`config.mk`:
```
export PLATFORM = sky130hd
export DESIGN_NAME = cx_adder_unit
export DESIGN_NICKNAME = d
export VERILOG_FILES = /design/src/rtl/cx_adder_pkg.sv /design/src/rtl/cx_operand_sel.sv /design/src/rtl/cx_split_adder.sv /design/src/rtl/cx_flag_unit.sv /design/src/rtl/cx_adder_unit.sv
export SDC_FILE = /design/constraint.sdc
export NUM_CORES = 1
export LEC_CHECK = 0
export ABC_CLOCK_PERIOD_IN_PS = 1450
export BUFFER_PORTS_ARGS = -buffer_cell sky130_fd_sc_hd__buf_2
export CAP_MARGIN = 20
export CORE_ASPECT_RATIO = 0.9
export CORE_UTILIZATION = 25
export CTS_BUF_LIST = sky130_fd_sc_hd__clkbuf_16
export DETAILED_ROUTE_END_ITERATION = 8
export PLACE_DENSITY_LB_ADDON = 0.15
export SLEW_MARGIN = 20
export SYNTH_ARGS = -nofsm -noshare
export SYNTH_HDL_FRONTEND = slang
export SYNTH_HIERARCHICAL = 1
export SYNTH_SLANG_ARGS = --single-unit
```
`constraint.sdc`:
```
create_clock -name clk -period 1.45 [get_ports clk]
set_clock_uncertainty 0.2 [all_clocks]
set_input_delay 0.29 -clock clk [delete_from_list [all_inputs] [get_ports clk]]
set_output_delay 0.29 -clock clk [all_outputs]
set_load 0.01 [all_outputs]
```
`src/rtl/cx_adder_pkg.sv`:
```
package cx_adder_pkg;

  localparam int OP_W = 3;

  typedef enum logic [OP_W-1:0] {
    OP_ADD    = 3'd0,
    OP_SUBF   = 3'd1,
    OP_ADDC   = 3'd2,
    OP_ADDM1  = 3'd3,
    OP_SUBFM1 = 3'd4,
    OP_ADDCY  = 3'd5,
    OP_ADDSH  = 3'd6,
    OP_SUBFI  = 3'd7
  } add_op_e;

endpackage

```
`src/rtl/cx_operand_sel.sv`:
```
module cx_operand_sel
  import cx_adder_pkg::*;
#(
  parameter int XLEN      = 64,
  parameter int IMM_W     = 16,
  parameter int IMM_SHIFT = 16
) (
  input  logic [OP_W-1:0]  op,
  input  logic             a_zero,
  input  logic [XLEN-1:0]  a,
  input  logic [XLEN-1:0]  b,
  input  logic [IMM_W-1:0] imm,
  input  logic             cy_in,
  output logic [XLEN-1:0]  add_x,
  output logic [XLEN-1:0]  add_y,
  output logic             add_cin,
  output logic             ca_owned,
  output logic             ov_owned
);

  localparam int SEXT_PAD = XLEN - IMM_W;
  localparam int HI_PAD   = XLEN - IMM_W - IMM_SHIFT;

  logic [XLEN-1:0] imm_sext;
  logic [XLEN-1:0] imm_high;
  logic [XLEN-1:0] a_or_zero;
  add_op_e         op_e;

  assign op_e      = add_op_e'(op);
  assign imm_sext  = {{SEXT_PAD{imm[IMM_W-1]}}, imm};
  assign imm_high  = {{HI_PAD{imm[IMM_W-1]}}, imm, {IMM_SHIFT{1'b0}}};
  assign a_or_zero = a_zero ? '0 : a;

  always_comb begin
    add_x    = a;
    add_y    = b;
    add_cin  = 1'b0;
    ca_owned = 1'b0;
    ov_owned = 1'b0;
    unique case (op_e)
      OP_ADD: begin
        ov_owned = 1'b1;
      end
      OP_SUBF: begin
        add_x    = ~a;
        add_cin  = 1'b1;
        ov_owned = 1'b1;
      end
      OP_ADDC: begin
        add_cin  = cy_in;
        ca_owned = 1'b1;
        ov_owned = 1'b1;
      end
      OP_ADDM1: begin
        add_y    = '1;
        add_cin  = cy_in;
        ca_owned = 1'b1;
        ov_owned = 1'b1;
      end
      OP_SUBFM1: begin
        add_x    = ~a;
        add_y    = '1;
        add_cin  = cy_in;
        ca_owned = 1'b1;
        ov_owned = 1'b1;
      end
      OP_ADDCY: begin
        add_y    = '0;
        add_cin  = cy_in;
        ca_owned = 1'b1;
        ov_owned = 1'b1;
      end
      OP_ADDSH: begin
        add_x    = a_or_zero;
        add_y    = imm_high;
      end
      OP_SUBFI: begin
        add_x    = ~a;
        add_y    = imm_sext;
        add_cin  = 1'b1;
        ca_owned = 1'b1;
      end
      default: begin
        add_x = a;
      end
    endcase
  end

endmodule

```
`src/rtl/cx_split_adder.sv`:
```
module cx_split_adder #(
  parameter int XLEN = 64,
  parameter int LO_W = 32
) (
  input  logic [XLEN-1:0] x,
  input  logic [XLEN-1:0] y,
  input  logic            cin,
  output logic [XLEN-1:0] sum,
  output logic            c_lo,
  output logic            c_hi
);

  localparam int HI_W = XLEN - LO_W;

  logic [LO_W:0] lo_sum;
  logic [HI_W:0] hi_sum;

  assign lo_sum = {1'b0, x[LO_W-1:0]} + {1'b0, y[LO_W-1:0]} + {{LO_W{1'b0}}, cin};
  assign hi_sum = {1'b0, x[XLEN-1:LO_W]} + {1'b0, y[XLEN-1:LO_W]}
                + {{HI_W{1'b0}}, lo_sum[LO_W]};

  assign sum  = {hi_sum[HI_W-1:0], lo_sum[LO_W-1:0]};
  assign c_lo = lo_sum[LO_W];
  assign c_hi = hi_sum[HI_W];

endmodule

```
`src/rtl/cx_flag_unit.sv`:
```
module cx_flag_unit #(
  parameter int XLEN = 64,
  parameter int LO_W = 32
) (
  input  logic [1:0]      x_msb,
  input  logic [1:0]      y_msb,
  input  logic [XLEN-1:0] sum,
  input  logic            c_lo,
  input  logic            c_hi,
  input  logic            ca_owned,
  input  logic            ov_live,
  input  logic [1:0]      ca_in,
  input  logic [1:0]      ov_in,
  input  logic            so_in,
  output logic [1:0]      ca_out,
  output logic [1:0]      ov_out,
  output logic            so_out,
  output logic [3:0]      cr0
);

  localparam int NBND = 2;

  logic [NBND-1:0] bnd_carry;
  logic [NBND-1:0] bnd_rmsb;
  logic [NBND-1:0] ov_raw;

  assign bnd_carry = {c_lo, c_hi};
  assign bnd_rmsb  = {sum[LO_W-1], sum[XLEN-1]};

  for (genvar k = 0; k < NBND; k++) begin : g_bnd
    assign ov_raw[k] = (bnd_carry[k] ^ bnd_rmsb[k]) & ~(x_msb[k] ^ y_msb[k]);
  end

  logic is_zero;
  logic is_neg;

  assign ca_out  = ca_owned ? bnd_carry : ca_in;
  assign ov_out  = ov_live ? ov_raw : ov_in;
  assign so_out  = so_in | (ov_live & ov_raw[0]);
  assign is_zero = (sum == '0);
  assign is_neg  = sum[XLEN-1];
  assign cr0     = {is_neg, ~is_neg & ~is_zero, is_zero, so_out};

endmodule

```
`src/rtl/cx_adder_unit.sv`:
```
module cx_adder_unit
  import cx_adder_pkg::*;
#(
  parameter int XLEN      = 64,
  parameter int LO_W      = 32,
  parameter int IMM_W     = 16,
  parameter int IMM_SHIFT = 16
) (
  input  logic             clk,
  input  logic             rst_n,
  input  logic             in_valid,
  output logic             in_ready,
  input  logic [OP_W-1:0]  in_op,
  input  logic             in_ov_en,
  input  logic             in_a_zero,
  input  logic [XLEN-1:0]  in_a,
  input  logic [XLEN-1:0]  in_b,
  input  logic [IMM_W-1:0] in_imm,
  input  logic [1:0]       in_ca,
  input  logic [1:0]       in_ov,
  input  logic             in_so,
  output logic             out_valid,
  input  logic             out_ready,
  output logic [XLEN-1:0]  out_result,
  output logic [1:0]       out_ca,
  output logic [1:0]       out_ov,
  output logic             out_so,
  output logic [3:0]       out_cr0
);

  logic [XLEN-1:0] add_x, add_y, sum;
  logic            add_cin, ca_owned, ov_owned, c_lo, c_hi;
  logic [1:0]      ca_n, ov_n;
  logic            so_n;
  logic [3:0]      cr0_n;
  logic            accept;

  cx_operand_sel #(.XLEN(XLEN), .IMM_W(IMM_W), .IMM_SHIFT(IMM_SHIFT)) u_sel (
    .op(in_op), .a_zero(in_a_zero), .a(in_a), .b(in_b), .imm(in_imm),
    .cy_in(in_ca[0]), .add_x(add_x), .add_y(add_y), .add_cin(add_cin),
    .ca_owned(ca_owned), .ov_owned(ov_owned)
  );

  cx_split_adder #(.XLEN(XLEN), .LO_W(LO_W)) u_add (
    .x(add_x), .y(add_y), .cin(add_cin), .sum(sum), .c_lo(c_lo), .c_hi(c_hi)
  );

  cx_flag_unit #(.XLEN(XLEN), .LO_W(LO_W)) u_flag (
    .x_msb({add_x[LO_W-1], add_x[XLEN-1]}),
    .y_msb({add_y[LO_W-1], add_y[XLEN-1]}),
    .sum(sum), .c_lo(c_lo), .c_hi(c_hi), .ca_owned(ca_owned),
    .ov_live(ov_owned & in_ov_en), .ca_in(in_ca), .ov_in(in_ov), .so_in(in_so),
    .ca_out(ca_n), .ov_out(ov_n), .so_out(so_n), .cr0(cr0_n)
  );

  assign in_ready = ~out_valid | out_ready;
  assign accept   = in_valid & in_ready;

  always_ff @(posedge clk or negedge rst_n) begin
    if (!rst_n) begin
      out_valid  <= 1'b0;
      out_result <= '0;
      out_ca     <= '0;
      out_ov     <= '0;
      out_so     <= 1'b0;
      out_cr0    <= '0;
    end else begin
      if (accept) begin
        out_valid  <= 1'b1;
        out_result <= sum;
        out_ca     <= ca_n;
        out_ov     <= ov_n;
        out_so     <= so_n;
        out_cr0    <= cr0_n;
      end else if (out_ready) begin
        out_valid  <= 1'b0;
      end
    end
  end

  // accepted work shows next cycle; stalled output is frozen
  p_accept_r1: assert property (@(posedge clk) disable iff (!rst_n)
    accept |=> out_valid);
  p_hold_r1: assert property (@(posedge clk) disable iff (!rst_n)
    (out_valid && !out_ready) |=> (out_valid && $stable(out_result) && $stable(out_cr0)));

  // condition field consistent with stored result and summary bit
  p_cr0_so_r11: assert property (@(posedge clk) disable iff (!rst_n)
    out_valid |-> (out_cr0[0] == out_so));
  p_cr0_eq_r11: assert property (@(posedge clk) disable iff (!rst_n)
    out_valid |-> (out_cr0[1] == (out_result == '0)));
  p_cr0_one_r11: assert property (@(posedge clk) disable iff (!rst_n)
    out_valid |-> ($countones(out_cr0[3:1]) == 1));

  // a summary bit offered as set is never cleared
  p_so_sticky_r10: assert property (@(posedge clk) disable iff (!rst_n)
    (accept && in_so) |=> out_so);

endmodule

```
# Yosys cells after proc, flatten, opt, wreduce, memory -nomap -nowiden
# Cells that the tools add are included.
# W data, S select, Z words.
# totals
reg_bits	74
inputBits	158
output_inout_bits	75
# op_classes
n_addsub	4
eq_ne	7
n_mux	10
bitwise	18
reduce_logical	9
# ops
cell	count
$pmux W64 S4	1
$pmux W64 S2	1
$add A32 B32 Y33	2
$add A33 B1 Y33	2
$logic_not A64 Y1	1
$mux W64	1
$not A64 Y64	1
$eq A3 B3 Y1 const B	4
$and A1 B1 Y1	6
$eq A3 B2 Y1 const B	2
$reduce_or A6 Y1	1
$not A1 Y1	5
$reduce_or A5 Y1	1
$mux W1	4
$mux W2	2
$reduce_or A2 Y1	2
$reduce_or A4 Y1	1
$xor A1 B1 Y1	4
$eq A3 B1 Y1 const B	1
$logic_not A3 Y1	1
$reduce_or A3 Y1	1
$or A1 B1 Y1	2
$pmux W1 S2	1
$reduce_bool A2 Y1	1

# Logic depth before layout (Yosys ltp)
# depth
word_depth	10
ltp_mapped	32

# By module
# The synthesis kept the hierarchy.
# by_module_without_submodules
module	instances	cells_per_inst	area_each_um2
cx_split_adder	1	494	3503.4
cx_adder_unit	1	158	3052.9
cx_operand_sel	1	259	2093.3
cx_flag_unit	1	38	280.3

# Worst setup path after synthesis
# No wires, ideal clock.
# synth_path
path_kind	in2reg
start	in in_op[2]
end	reg out_cr0[2]
setup_ps	125
t_arrival_ps	6147
t_required_ps	1125
setup_slack_ps	-5022
path_stages	32
path_buffers	3
path_cell_list	buf_6 and2b_4 buf_6 o31ai_4 buf_6 mux2i_1 inv_1 fa_1 inv_1 fa_1 a21oi_1 o211ai_1 nand3_1 nand2_1 a31oi_1 a211o_1 o21a_1 fa_1 inv_1 fa_1 a21o_1 a221oi_4 a211oi_4 o41ai_4 o31ai_4 mux2i_1 a2111oi_2 nor4_2 nand4_1 nor4_2 nor2_1 mux2_4
# synth_via
elab_chain_len	9
word_cells_on_any_way	22
classes_between	4 x add/sub; 7 x eq/ne; 3 x mux; 3 x bitwise; 5 x reduce/logical
# synth_lines
element	line	text
start, declared	cx_adder_unit.sv:13	input logic [OP_W-1:0] in_op,
$eq A3 B3 Y1 or $eq A3 B1 Y1 (tied branches)	cx_operand_sel.sv:40	unique case (op_e)
$reduce_or A3 Y1 (no line)	--	
$pmux W64 S2 (*)	cx_operand_sel.sv:40	
named net add_x[0]	cx_adder_unit.sv:31	logic [XLEN-1:0] add_x, add_y, sum;
$add A32 B32 Y33 (*)	cx_split_adder.sv:18	assign lo_sum = {1'b0, x[LO_W-1:0]} + {1'b0, y[LO_W-1:0]} + {{LO_W{1'b0}}, cin};
$add A33 B1 Y33 (*)	cx_split_adder.sv:18	
$add A33 B1 Y33 (*)	cx_split_adder.sv:20	+ {{HI_W{1'b0}}, lo_sum[LO_W]};
named net sum[58]	cx_adder_unit.sv:31	
$logic_not A64 Y1 (*)	cx_flag_unit.sv:40	assign is_zero = (sum == '0);
named net u_flag.is_zero	cx_flag_unit.sv:34	logic is_zero;
$not A1 Y1 (*)	cx_flag_unit.sv:42	assign cr0 = {is_neg, ~is_neg & ~is_zero, is_zero, so_out};
$and A1 B1 Y1 (*)	cx_flag_unit.sv:42	
named net cr0_n[2]	cx_adder_unit.sv:35	logic [3:0] cr0_n;
end signal, assigned	cx_adder_unit.sv:74	out_cr0 <= cr0_n;
end, declared	cx_adder_unit.sv:28	output logic [3:0] out_cr0
# The timed path passes the listed nets; every way through them passes the cells marked *.
# A chain may end at the register's enable or synchronous reset.

# Worst setup path after layout
# layout_path
start	in in_op[2]
end	reg out_cr0[2]
# layout_via
elab_chain_len	9
word_cells_on_any_way	22
classes_between	4 x add/sub; 7 x eq/ne; 3 x mux; 3 x bitwise; 5 x reduce/logical
# layout_lines
element	line
$eq A3 B2 Y1 or $eq A3 B3 Y1 (tied branches)	cx_operand_sel.sv:40
$reduce_or A2 Y1 (no line)	--
$pmux W64 S4 (*)	cx_operand_sel.sv:40
named net add_y[13]	cx_adder_unit.sv:31
$add A32 B32 Y33 (*)	cx_split_adder.sv:18
$add A33 B1 Y33 (*)	cx_split_adder.sv:18
$add A33 B1 Y33 (*)	cx_split_adder.sv:20
named net sum[60]	cx_adder_unit.sv:31
$logic_not A64 Y1 (*)	cx_flag_unit.sv:40
named net cr0_n[1]	cx_adder_unit.sv:35
$not A1 Y1 (*)	cx_flag_unit.sv:42
$and A1 B1 Y1 (*)	cx_flag_unit.sv:42
named net cr0_n[2]	cx_adder_unit.sv:35
# Marks and branches as above.

==> summary.txt <==
Outcome
  • Outcome: finished, violations left
  • Failing checks: negative setup slack

Die
  • DIE HEIGHT: 181 um
  • Initial core utilization: roughly 25%
  • Core area: 0.0351 mm2
  • Die W: 201 um
  • I/O Pins: 233
  • Cell row count: 65
  • DIE AREA: 0.0365 mm2

Power and ir drop
  • Leakage: 0.00788 uW
  • Worst vdd ir: 0.000652 V
  • Pwr dens: roughly 1400 mW/mm2

Clock network
  • Clock root buffer: clkbuf_16
  • Clk pin slew, worst setup/hold paths: roughly 60 ps
  • CTS Sinks: 74
  • CTS tree: done
  • CTS buffer count: 9
  • H-tree depth: 3
  • Clock Tree Buf Depth: 2
  • Skew-Pair Late Insertion Delay: 340 ps

Drt
  • Vias per cell: about 4.8
  • Final ANT Viol Nets: 0
  • Routed WL: around 38000 um
  • Via count: roughly 9600
  • Residual DRC count: 0
  • Initial drt markers: 360
  • Routed len/inst: around 19 um
  • First-pass DRT Iterations: 5

Logic synthesis
  • Async set-reset flop share out of synthesis: 100%
  • Seq/Total Area, Yosys: 20.7%
  • Cell area after synthesis: ~0.0089 mm2
  • Syn_nets: about 1200
  • Area share of the largest cell type after synthesis: 20.7%
  • Synth Flop Type: dfrtp_1
  • Mapped Avg Cell Area: 9.41 um2
  • Yosys cell types: 81
  • Gate count of the mapped netlist: 949
  • Number of synthesized flops with an enable pin: 0
  • Yosys top cell by area: dfrtp_1
  • FF+latch count, synth: 74
  • Ys Warns: 6
  • Synth area leaders: dfrtp_1 (21%), mux2_4 (12%), ha_1 (8.8%), mux2i_1 (7.4%), a21o_1 (5.8%)

Place
  • Dpl ws: -5480 ps
  • RePlAce Congestion: 0.891
  • DPL Wire Length: 30400 um
  • IO buf count: 232

Timing
  • Final Slew Violations: 0
  • Tmin final: about 6300 ps
  • TNS Setup: -215900 ps
  • Setup Viol. Count Final: 73
  • Final Hold Viols: 0
  • Final worst-path cycle share: 436%
  • RSZ-0062 raised after global routing: true
  • Slew headroom: 64.4%
  • Worst-margin pin slew: 521 ps
  • Max frequency: 158 MHz
  • Final WS setup: -4870 ps

Layout
  • Multi-input logic area: 0.00798 mm2
  • Fraction of layout cells with a size suffix above 1: 61.1%
  • Utilization after layout: 44.8%
  • FF/Latch Area: 0.00185 mm2
  • Antenna cell count: 0
  • Area growth syn-to-layout: 76.4%
  • Fillers: about 3400
  • Nets: roughly 1800

Setup path
  • Critical path arrival: roughly 6400 ps
  • WP buf/inv: 6
  • Critical path peak fanout: 7
  • Delay-heaviest family, CP: compound AO/OA/AOI/OAI gates
  • Setup CP Type: in -> reg
  • CP required: 1480 ps
  • Slowest stage cell, crit path: a221o_1
  • Critical Path Sink Type: flip-flop
  • Crit path largest cell delay: around 330 ps
  • CP startpoint kind: input port

Run
  • # Max-Cap Violations: 0

GRT
  • Antenna violations before repair: 2
  • Overall routing resource usage: 20.3%
  • Grt ovf: 0
  • First-pass GRT wire length: 57100 um
  • Largest net degree at the start of global routing: 38
  • Vias in the first global route: 9841

Worst hold path
  • Type of the most critical hold path: in -> reg
[worst reg2reg max path: stages (launching register included)]
cell,delay [ps]
dfrtp_1,380
nand2b_4,80
nand2_4,170
buf_12,220
mux2_2,370
[logic make-up after synthesis]
group	synth area share, %
fa+ha+maj	9.72
mux	19.8
xor+xnor	5.49
buf+inv	6.57
simple gates	13.9
flops	20.7
compound gates	23.8
[cell usage after synthesis (all sizes together) (34+ instances only)]
cell type  number
nand2          52
a21o           69
mux2i          66
a21oi          59
xnor2          34
dfrtp          74
mux2           75
nor2           35
ha             63
inv            38
buf            35
[cell type report]
| class | instances | share of cell area [%] |
|---|---|---|
| Timing Repair Buffer | 656 | 30.8 |
| Inverter | 38 | 0.906 |
| Sequential cell | 74 | 11.8 |
| Clock inverter | 7 | 0.644 |
| Multi-Input combinational cell | 775 | 50.7 |
| Tap cell | 469 | 3.73 |
| Clock buffer | 9 | 1.43 |
[final timing paths]
kind,to,depth (start not counted),slack (ps),startpoint
max in group asynchronous,out_result[1],3,420,rst_n
worst min register to register,out_result[4],1,300,out_result[4]
worst max register to register,out_result[60],4,-90,out_valid
min in group asynchronous,out_result[32],2,160,rst_n
worst min-delay path,out_valid,3,40,out_ready
worst max-delay path,out_cr0[2],31,-4870,in_op[2]
[what timing repair did]
item                                   CTS  global route
setup endpoints to repair               74            77
buffers inserted                        38            42
endpoints found under the hold margin   75             0
hold buffers                             2             0
gates resized for setup                147           163
gates cloned                             4             0
pin swaps                               43            44
[flip-flops by register name, indices dropped and copies added, names as in the netlist]
name / cells
out_ca: 2
out_so: 1
out_ov: 2
out_cr0: 4
out_valid: 1
out_result: 64
[cell usage in the layout (no fill, tap or decap), drive strengths merged, types with 13 or more instances in the layout]
master    n
nand2    52
o21ai    27
o31ai    18
nor4     19
mux2     75
a21o     69
and3     25
a31oi    13
xnor2    34
nor2b    21
dfrtp    74
o311ai   16
nor2     35
xor2     22
buf     653
nand3    17
mux2i    66
inv      40
ha       63
a21oi    59
nand2b   16
[where the power goes]
part	switching, uW	leakage (uW)	internal [uW]	total [uW]
clock network	1050	0.000160	1530	2570
registers	686	0.000870	3060	3740
logic	6730	0.00685	8340	15100
[per-layer routing]
layer | track usage (%) | share of wire, % | vias up | wire, um
met5 | 0 | 0.071 | - | 27
met4 | 5.39 | 2.3 | 4 | 860
met3 | 2.72 | 3.8 | 43 | 1450
met2 | 30.8 | 43 | 216 | 16400
met1 | 29.8 | 51 | 4600 | 19100
li1 | - | - | 4776 | -
[per-stage QoR]
stage	area, um2	hold WS, ps	power, uW	cells
after CTS	14600	30.8	20100	1993
final	15700	44.9	21400	2028
after detailed placement	13200	-10.7	16300	1939
after global placement	13200	-11.5	16300	1939
after floorplan	9160	-206	10100	949
after global routing	15700	49.1	22800	2028
No activity file was read; power rests on OpenSTA's default activity.
